--- src/rtl/dio_pkg.sv ---
package dio_pkg;
    // Register map field positions (decoded by software)
    localparam int LVL_LSB  = 0;
    localparam int OUT_LSB  = 8;
    localparam int FLAG_LSB = 16;

    typedef enum logic [0:0] {
        HT_IDLE = 1'b0,
        HT_HELD = 1'b1
    } ht_state_e;
endpackage

--- src/rtl/dio_sync.sv ---
module dio_sync #(
    parameter int W      = 10,
    parameter int STAGES = 2
) (
    input  logic         clk,
    input  logic         rst_n,
    input  logic [W-1:0] d,
    output logic [W-1:0] q
);
    logic [W-1:0] chain_q [STAGES];

    always_ff @(posedge clk) begin
        if (!rst_n) begin
            for (int k = 0; k < STAGES; k++) chain_q[k] <= '0;
        end else begin
            chain_q[0] <= d;
            for (int k = 1; k < STAGES; k++) chain_q[k] <= chain_q[k-1];
        end
    end

    assign q = chain_q[STAGES-1];
endmodule

--- src/rtl/dio_edge_det.sv ---
module dio_edge_det #(
    parameter int W = 8
) (
    input  logic         clk,
    input  logic         rst_n,
    input  logic [W-1:0] lvl_i,
    output logic [W-1:0] evt_o
);
    logic [W-1:0] prev_q;

    always_ff @(posedge clk) begin
        if (!rst_n) prev_q <= '0;
        else        prev_q <= lvl_i;
    end

    // Any change of level, rising or falling, is an event
    assign evt_o = lvl_i ^ prev_q;
endmodule

--- src/rtl/dio_hold_timer.sv ---
module dio_hold_timer
    import dio_pkg::*;
#(
    parameter int HOLD_W = 32
) (
    input  logic              clk,
    input  logic              rst_n,
    input  logic              lvl_i,
    output logic [HOLD_W-1:0] latched_o,
    output logic              release_o
);
    localparam logic [HOLD_W-1:0] CNT_MAX = '1;

    ht_state_e         state_q, state_d;
    logic [HOLD_W-1:0] cnt_q;
    logic [HOLD_W-1:0] latched_q;
    logic              release_q;

    // State register
    always_ff @(posedge clk) begin
        if (!rst_n) state_q <= HT_IDLE;
        else        state_q <= state_d;
    end

    // Next-state logic
    always_comb begin
        state_d = state_q;
        unique case (state_q)
            HT_IDLE: state_d = lvl_i ? HT_HELD : HT_IDLE;
            HT_HELD: state_d = lvl_i ? HT_HELD : HT_IDLE;
            default: state_d = HT_IDLE;
        endcase
    end

    // Datapath and outputs driven by the state
    always_ff @(posedge clk) begin
        if (!rst_n) begin
            cnt_q     <= '0;
            latched_q <= '0;
            release_q <= 1'b0;
        end else begin
            release_q <= 1'b0;
            unique case (state_q)
                HT_IDLE: begin
                    if (lvl_i) cnt_q <= '0;
                end
                HT_HELD: begin
                    if (lvl_i) begin
                        if (cnt_q != CNT_MAX) cnt_q <= cnt_q + 1'b1;
                    end else begin
                        latched_q <= cnt_q;
                        release_q <= 1'b1;
                    end
                end
                default: ;
            endcase
        end
    end

    assign latched_o = latched_q;
    assign release_o = release_q;

    assert_cnt_sat_R6: assert property (@(posedge clk) disable iff (!rst_n)
        (state_q == HT_HELD && lvl_i && cnt_q == CNT_MAX) |=> (cnt_q == CNT_MAX));

    assert_cnt_step_R5: assert property (@(posedge clk) disable iff (!rst_n)
        (state_q == HT_HELD && lvl_i && cnt_q != CNT_MAX) |=>
            (cnt_q == HOLD_W'($past(cnt_q) + 1'b1)));

    assert_latch_stable_R11: assert property (@(posedge clk) disable iff (!rst_n)
        !(state_q == HT_HELD && !lvl_i) |=> $stable(latched_o));

    assert_release_once_R4: assert property (@(posedge clk) disable iff (!rst_n)
        release_o |=> !release_o);
endmodule

--- src/rtl/dio_flag_bank.sv ---
module dio_flag_bank #(
    parameter int N = 10
) (
    input  logic         clk,
    input  logic         rst_n,
    input  logic [N-1:0] evt_i,
    input  logic [N-1:0] clr_i,
    output logic [N-1:0] flag_o
);
    logic [N-1:0] flag_q;

    // Events win over clears in the same cycle
    always_ff @(posedge clk) begin
        if (!rst_n) flag_q <= '0;
        else        flag_q <= (flag_q & ~clr_i) | evt_i;
    end

    assign flag_o = flag_q;

    for (genvar g = 0; g < N; g++) begin : g_chk
        assert_event_sets_R8: assert property (@(posedge clk) disable iff (!rst_n)
            evt_i[g] |=> flag_o[g]);
        assert_flag_sticky_R7: assert property (@(posedge clk) disable iff (!rst_n)
            (flag_o[g] && !clr_i[g]) |=> flag_o[g]);
        assert_no_spurious_R3: assert property (@(posedge clk) disable iff (!rst_n)
            (!flag_o[g] && !evt_i[g]) |=> !flag_o[g]);
    end
endmodule

--- src/rtl/dio_monitor.sv ---
module dio_monitor
    import dio_pkg::*;
#(
    parameter int N_PLAIN     = 8,
    parameter int N_HOLD      = 2,
    parameter int HOLD_W      = 32,
    parameter int SYNC_STAGES = 2
) (
    input  logic        clk,
    input  logic        rst_n,
    input  logic [9:0]  din,
    input  logic        wr_en,
    input  logic [1:0]  wr_addr,
    input  logic [31:0] wr_data,
    input  logic [1:0]  rd_addr,
    output logic [31:0] rd_data,
    output logic [7:0]  dout,
    output logic        irq
);
    localparam int N_IN = N_PLAIN + N_HOLD;

    logic [N_IN-1:0]    lvl;
    logic [N_PLAIN-1:0] plain_evt;
    logic [N_HOLD-1:0]  hold_rel;
    logic [HOLD_W-1:0]  hold_cnt [N_HOLD];
    logic [N_IN-1:0]    flags;
    logic [N_IN-1:0]    clr;
    logic [7:0]         out_q;
    logic               wr0;
    logic               unused_wr;

    dio_sync #(.W(N_IN), .STAGES(SYNC_STAGES)) u_sync (
        .clk(clk), .rst_n(rst_n), .d(din), .q(lvl)
    );

    dio_edge_det #(.W(N_PLAIN)) u_edge (
        .clk(clk), .rst_n(rst_n), .lvl_i(lvl[N_PLAIN-1:0]), .evt_o(plain_evt)
    );

    for (genvar h = 0; h < N_HOLD; h++) begin : g_hold
        dio_hold_timer #(.HOLD_W(HOLD_W)) u_timer (
            .clk(clk), .rst_n(rst_n), .lvl_i(lvl[N_PLAIN+h]),
            .latched_o(hold_cnt[h]), .release_o(hold_rel[h])
        );
    end

    assign wr0 = wr_en && (wr_addr == 2'd0);
    assign clr = wr0 ? wr_data[FLAG_LSB +: N_IN] : '0;

    dio_flag_bank #(.N(N_IN)) u_flags (
        .clk(clk), .rst_n(rst_n), .evt_i({hold_rel, plain_evt}),
        .clr_i(clr), .flag_o(flags)
    );

    always_ff @(posedge clk) begin
        if (!rst_n)   out_q <= '0;
        else if (wr0) out_q <= wr_data[OUT_LSB +: 8];
    end

    assign unused_wr = ^{wr_data[31:FLAG_LSB+N_IN], wr_data[OUT_LSB-1:0]};

    always_comb begin
        rd_data = '0;
        unique case (rd_addr)
            2'd0: begin
                rd_data[LVL_LSB +: N_PLAIN] = lvl[N_PLAIN-1:0];
                rd_data[OUT_LSB +: 8]       = out_q;
                rd_data[FLAG_LSB +: N_IN]   = flags;
            end
            2'd1:    rd_data = 32'(hold_cnt[0]);
            2'd2:    rd_data = 32'(hold_cnt[1]);
            default: rd_data = '0;
        endcase
    end

    assign dout = out_q;
    assign irq  = |flags;

    assert_out_only_on_write_R10: assert property (@(posedge clk) disable iff (!rst_n)
        !wr0 |=> $stable(dout));

    assert_irq_has_flag_R9: assert property (@(posedge clk) disable iff (!rst_n)
        (rd_addr == 2'd0) |-> (irq == (rd_data[FLAG_LSB +: N_IN] != '0)));
endmodule

--- config.mk ---
export PLATFORM = sky130hd
export DESIGN_NAME = dio_monitor
export DESIGN_NICKNAME = d
export VERILOG_FILES = /design/src/rtl/dio_pkg.sv /design/src/rtl/dio_sync.sv /design/src/rtl/dio_edge_det.sv /design/src/rtl/dio_hold_timer.sv /design/src/rtl/dio_flag_bank.sv /design/src/rtl/dio_monitor.sv
export SDC_FILE = /design/constraint.sdc
export NUM_CORES = 1
export LEC_CHECK = 0
export BUFFER_PORTS_ARGS = -buffer_cell sky130_fd_sc_hd__buf_2
export CORE_MARGIN = 1
export CORE_UTILIZATION = 44
export DETAILED_ROUTE_END_ITERATION = 12
export PLACE_DENSITY = 0.65
export SYNTH_ARGS = -nofsm -noshare
export SYNTH_HDL_FRONTEND = slang
export SYNTH_SLANG_ARGS = --single-unit
--- constraint.sdc ---
create_clock -name clk -period 1.7 [get_ports clk]
set_input_delay 0.34 -clock clk [delete_from_list [all_inputs] [get_ports clk]]
set_output_delay 0.34 -clock clk [all_outputs]
set_load 0.1 [all_outputs]
Yosys cells after proc, flatten, opt, wreduce, memory -nomap -nowiden
Memories as Yosys holds them, arrays and structs flattened.
Index checks and enable logic that the tools add are counted.
{ "op_classes": {"addsub": 2, "multipliers": 0, "div_mod_pow": 0, "order_cmp": 0, "n_eq_ne": 10, "shift": 0, "n_mux": 19, "bitwise": 10, "n_reduce_logical": 10} }
{ "op_table": {"columns": ["op", "count"], "rows": [
  ["$mux 32", 6],
  ["$pmux 32 s2", 2],
  ["$pmux 26 s3", 1],
  ["$add 32x1->32 const B", 2],
  ["$ne 32x32->1 const B", 2],
  ["$mux 10", 3],
  ["$ne 2x2->1 const B", 6],
  ["$pmux 6 s2", 1],
  ["$and 10x10->10", 1],
  ["$not 10->10", 1],
  ["$or 10x10->10", 1],
  ["$reduce_or 10->1", 1],
  ["$reduce_and 2->1", 4],
  ["$xor 8x8->8", 1],
  ["$mux 1", 6],
  ["$reduce_and 3->1", 2],
  ["$logic_not 2->1", 2],
  ["$not 1->1", 4],
  ["$eq 2x1->1 const B", 1],
  ["$eq 2x2->1 const B", 1],
  ["$or 1x1->1", 2],
  ["$logic_and 1x1->1", 1]
]} }
{ "totals": {"regBits": 158, "latch_bits": 0, "mem_bits_rw": 20, "mem_bits_ro": 0, "inputBits": 49, "output_inout_bits": 41, "wordCells": 63, "mem_count": 1} }
{ "memory_table": {"columns": ["memory", "depth", "word_bits", "read_ports", "rd_clocked_by_memory_dff", "wr", "line_no", "rtl"], "rows": [
  ["u_sync.chain_q", 2, 10, 2, 0, 2, "dio_sync.sv:10", "logic [W-1:0] chain_q [STAGES];"]
]} }

Depth between registers and ports, before layout
{ "logic_depth": {"depth_word": 6, "ltp_mapped": 7} }

Hierarchy
Synthesis repeated with hierarchy kept, for this count alone.
{ "unflattened": {"hier_cells": 1020, "hier_area_um2": 8569.5} }
{ "by_module_without_submodules": {"columns": ["module", "n_inst", "cells_each", "area_per_inst_um2"], "rows": [
  ["dio_hold_timer", 2, 390, 3153.0],
  ["dio_monitor", 1, 133, 997.2],
  ["dio_sync", 1, 52, 636.9],
  ["dio_flag_bank", 1, 31, 349.1],
  ["dio_edge_det", 1, 24, 280.3]
]} }

Worst setup path before layout
Ideal clock, no wire load.
{ "synth_path": {"path_type": "reg2out", "from": "reg out_q[2], in the netlist dout[2]", "to": "out rd_data[10]", "t_arrival_ns": 2.493, "t_required_ns": 1.360, "slack_ns": -1.133, "path_stages_with_launch": 3, "n_path_buf": 0, "cell_sequence": "dfxtp_1 -> a222oi_1 -> nor2_1"} }
{ "synth_via": {"elab_chain_cells": 1} }
{ "synth_rtl": {"columns": ["element", "line_no", "rtl"], "rows": [
  ["from (decl)", "dio_monitor.sv:28", "logic [7:0] out_q;"],
  ["from (signal assigned)", "dio_monitor.sv:57", "else if (wr0) out_q <= wr_data[OUT_LSB +: 8];"],
  ["$pmux 26 s3", "dio_monitor.sv:64", "unique case (rd_addr)"],
  ["to (decl)", "dio_monitor.sv:16", "output logic [31:0] rd_data,"]
]} }
Every way passes these cells.

Worst setup path after layout
{ "layout_path": {"from": "in rd_addr[1]", "to": "out rd_data[17]"} }
{ "layout_via": {"elab_chain_cells": 2, "elab_cells_between_ends": 4} }
{ "layout_rtl": {"columns": ["element", "line_no", "rtl"], "rows": [
  ["from (decl)", "dio_monitor.sv:15", "input logic [1:0] rd_addr,"],
  ["$eq 2x2->1, or another cell as far along", "dio_monitor.sv:64", null],
  ["$pmux 26 s3 *", "dio_monitor.sv:64", null]
]} }
Mark *: on every way between the ends. The rest lies on a longest branch, timed or not.

==> results.sh <==
export IMPL_status="complete, but fails checks"
export IMPL_violations="setup timing"
export IMPL_place_congestion=0.891
export IMPL_drtAntennaViolNets=0
export IMPL_dieWidth_um=137
export IMPL_synthToLayoutAreaGrowth_pct=55.5
export IMPL_overflow=0
export IMPL_io_buffers=75
export IMPL_fin_worst_hold_slack_ns=0.0913
export IMPL_vias=8716
export IMPL_cts_tree="built"
export IMPL_clockBufferDepth=2
export IMPL_diodes=0
export IMPL_avgRoutedWirePerCell_um=19.0
export IMPL_yosysSeqAreaShare_pct=44.3
export IMPL_start_util_pct=44.8
export IMPL_r2r_start="g_hold[0].u_timer.cnt_q[14]"
export IMPL_crit_chain="buf_12, inv_12, ha_4, buf_12, a222oi_1, buf_4, nor2_4, buf_12"
export IMPL_fin_area_um2=12500
export IMPL_timing_fmax_mhz=516
export IMPL_synth_cells=982
export IMPL_ios=90
export IMPL_slowest_stage="a222oi_1"
export IMPL_fin_skew_ns=0.0148
export IMPL_synthTopCellsByArea="dfxtp_1 (44%), nand2_1 (9.9%), a21oi_1 (7.5%), a222oi_1 (3.2%), nor2_1 (3.1%)"
export IMPL_worst_path_buf_inv=5
export IMPL_rr_worst_depth=8
export IMPL_drt_initial_drc_count=768
export IMPL_rows=49
export IMPL_die_h_um=137
export IMPL_ir_drop_mv=0.794
export IMPL_firstDrtPassIters=9
export IMPL_arrival_ns=1.60
export IMPL_ys_seq_elements=178
export IMPL_hold_end="u_sync.chain_q[0][7]"
export IMPL_ys_flop_type="dfxtp_1"
export IMPL_power_density_nw_per_um2=742
export IMPL_hp_start="din[7]"
export IMPL_async_flop_share_pct=0
export IMPL_crit_type="input pin to output pin"
export IMPL_grt_util_all_layers_pct=28.2
export IMPL_cts_buffers=17
export IMPL_leakagePower_nw=4.67
export IMPL_finalSetupViolCount=69
export IMPL_rsz0062_at_grt="true"
export IMPL_crit_fanout=6
export IMPL_critPathRequiredTime_ns=1.36
export IMPL_final_nets=1279
export IMPL_coreArea_um2=18000
export IMPL_worst_pin_slew_ns=0.487
export IMPL_clock_sinks=178
export IMPL_ctsHoldBuffers=0
export IMPL_path_common_cell="buf_12"
export IMPL_grt_pass1_vias=7796
export IMPL_netlist_area_um2=8040
export IMPL_synth_cell_type_count=64
export IMPL_yosys_warnings=0
export IMPL_cts_max_level=4
export IMPL_drive_gt1_share_pct=44.2
export IMPL_finalWirelength_um=27800
export IMPL_final_cell_mix="nand2_1 (208), buf_4 (170), dfxtp_1 (114)"
export IMPL_synth_edf_count=0
export IMPL_end_kind="output pin"
export IMPL_synth_nets=1037
export IMPL_post_route_min_period_ns=1.94
export IMPL_r2r_slack_ns=-0.23
export IMPL_drc=0
export IMPL_placed_cells=1391
export IMPL_slew_headroom_pct=67.7
export IMPL_crit_family="buffers and inverters"
export IMPL_synthDominantCellAreaShare_pct=44.3
export IMPL_die_area_um2=18800
export IMPL_hpwl_um=17600
export IMPL_r2r_end="g_hold[0].u_timer.cnt_q[14]"
export IMPL_whs_path_depth=2
export IMPL_fillers=1300
export IMPL_ctsRootBufferMaster="clkbuf_16"
export IMPL_grt_pass1_wl_um=40900
export IMPL_path_clk_slew_ns=0.08
export IMPL_start_kind="input pin"
export IMPL_placed_area_um2=10300
export IMPL_slew_viol_final=0
export IMPL_hold_violations=0
export IMPL_final_common_cell="nand2_1"
export IMPL_fin_crit_sh_pct=114
export IMPL_antenna_found_initial=0
export IMPL_vias_per_cell=5.95
export IMPL_grt_max_degree=69
export IMPL_maxCapViolations=0
export IMPL_instances_no_fill=1466
export IMPL_hold_path_class="input pin to register"
export IMPL_synth_area_leader_cell="dfxtp_1"
export IMPL_finalWorstSetupSlack_ns=-0.238
export IMPL_insertion_delay_ns=0.45
export IMPL_critPathMaxStageDelay_ns=0.39
export IMPL_syn_avg_cell_area_um2=8.19
[cell type report]
class                      instances  area (um2)  area share [%]
sequential                       178        3670            29.3
clock buffer                      17         425            3.40
tap                              229         287            2.29
multi-input combinational        720        4930            39.4
inverter                          14        73.8           0.590
timing repair buffer             293        2910            23.2
clock inverter                    15         211            1.69
[per-layer routing]
layer  GRT usage [%]  routed length [um]
met1            38.2               11700
met2            44.2               13100
met3            4.71                2060
met4            12.0                 974
met5               0                   0
[registers in the layout, indices dropped and copies added (netlist names)]
signal	flops
g_hold.u_timer.cnt_q	64
dout	8
g_hold.u_timer.release_o	2
u_flags.flag_o	10
g_hold.u_timer.state_q	2
u_sync.chain_q	20
g_hold.u_timer.latched_o	64
u_edge.prev_q	8
[Yosys cell counts, types with 7 or more instances]
cell type	number
and2_1	32
nor3_1	11
o221a_1	9
clkbuf_1	49
a31oi_1	15
or3_1	12
buf_6	7
inv_1	13
nand3_1	37
nand2_1	212
dfxtp_1	178
a311oi_1	7
nor2_1	66
a222oi_1	26
and3_1	11
nor2b_1	7
o21ai_0	23
o211ai_1	10
a21oi_1	121
o21ai_1	10
xor2_1	8
nand4_1	15
[cells by family after synthesis]
| kind of cell | count (synthesis) | synth area share, % |
|---|---|---|
| flip-flops | 178 | 44.3 |
| AO/OA/AOI/OAI | 261 | 21.4 |
| adder cells (fa/ha/maj) | 6 | 0.934 |
| multiplexers | 2 | 0.265 |
| XOR/XNOR | 8 | 0.871 |
| AND/OR/NAND/NOR | 442 | 27.2 |
| buffers and inverters | 85 | 4.98 |
[how the worst max path moves through the flow]
stage / start / to / slack [ns] / depth (start not counted)
2_1_floorplan: rd_addr[1] / rd_data[10] / -0.11 / 6
3_3_place_gp: rd_addr[1] / rd_data[16] / -0.37 / 8
3_5_place_dp: rd_addr[1] / rd_data[17] / -0.43 / 8
4_1_cts: u_flags.flag_o[1] / rd_data[17] / -0.20 / 4
5_1_grt: g_hold[0].u_timer.cnt_q[14] / g_hold[0].u_timer.cnt_q[14] / -0.30 / 8
6_report: rd_addr[1] / rd_data[17] / -0.24 / 8
[power breakdown]
group / switching (mW) / internal (mW)
sequential: 0.0411 / 4.21
combinational: 0.521 / 0.330
clock: 2.11 / 2.07
total: 2.68 / 6.61
[worst register-to-register path, delay by kind of cell (launching register included)]
kind	cells	cell delay [ns]
flip-flops	1	0.34
buffers and inverters	3	0.43
AO/OA/AOI/OAI	2	0.55
AND/OR/NAND/NOR	3	0.51
[stage by stage]
stage | setup TNS [ns] | power [mW] | utilization, % | setup WS, ns
finish | -9.50 | 9.28 | 69.6 | -0.238
global route | -14.79 | 9.55 | 69.6 | -0.297
CTS | -7.92 | 9.25 | 66.9 | -0.201
detailed placement | -15.42 | 5.04 | 57.2 | -0.434
global placement | -13.29 | 5.04 | 57.2 | -0.375
floorplan | -1.78 | 4.82 | - | -0.107
[what timing repair did]
| item | CTS | global route |
|---|---|---|
| gates resized for setup | 214 | 106 |
| pin swaps | 68 | 74 |
| setup endpoints to repair | 92 | 94 |
| cloned | 5 | 3 |
| buffers inserted | 26 | 18 |
Power figures use the tool's default switching activity.
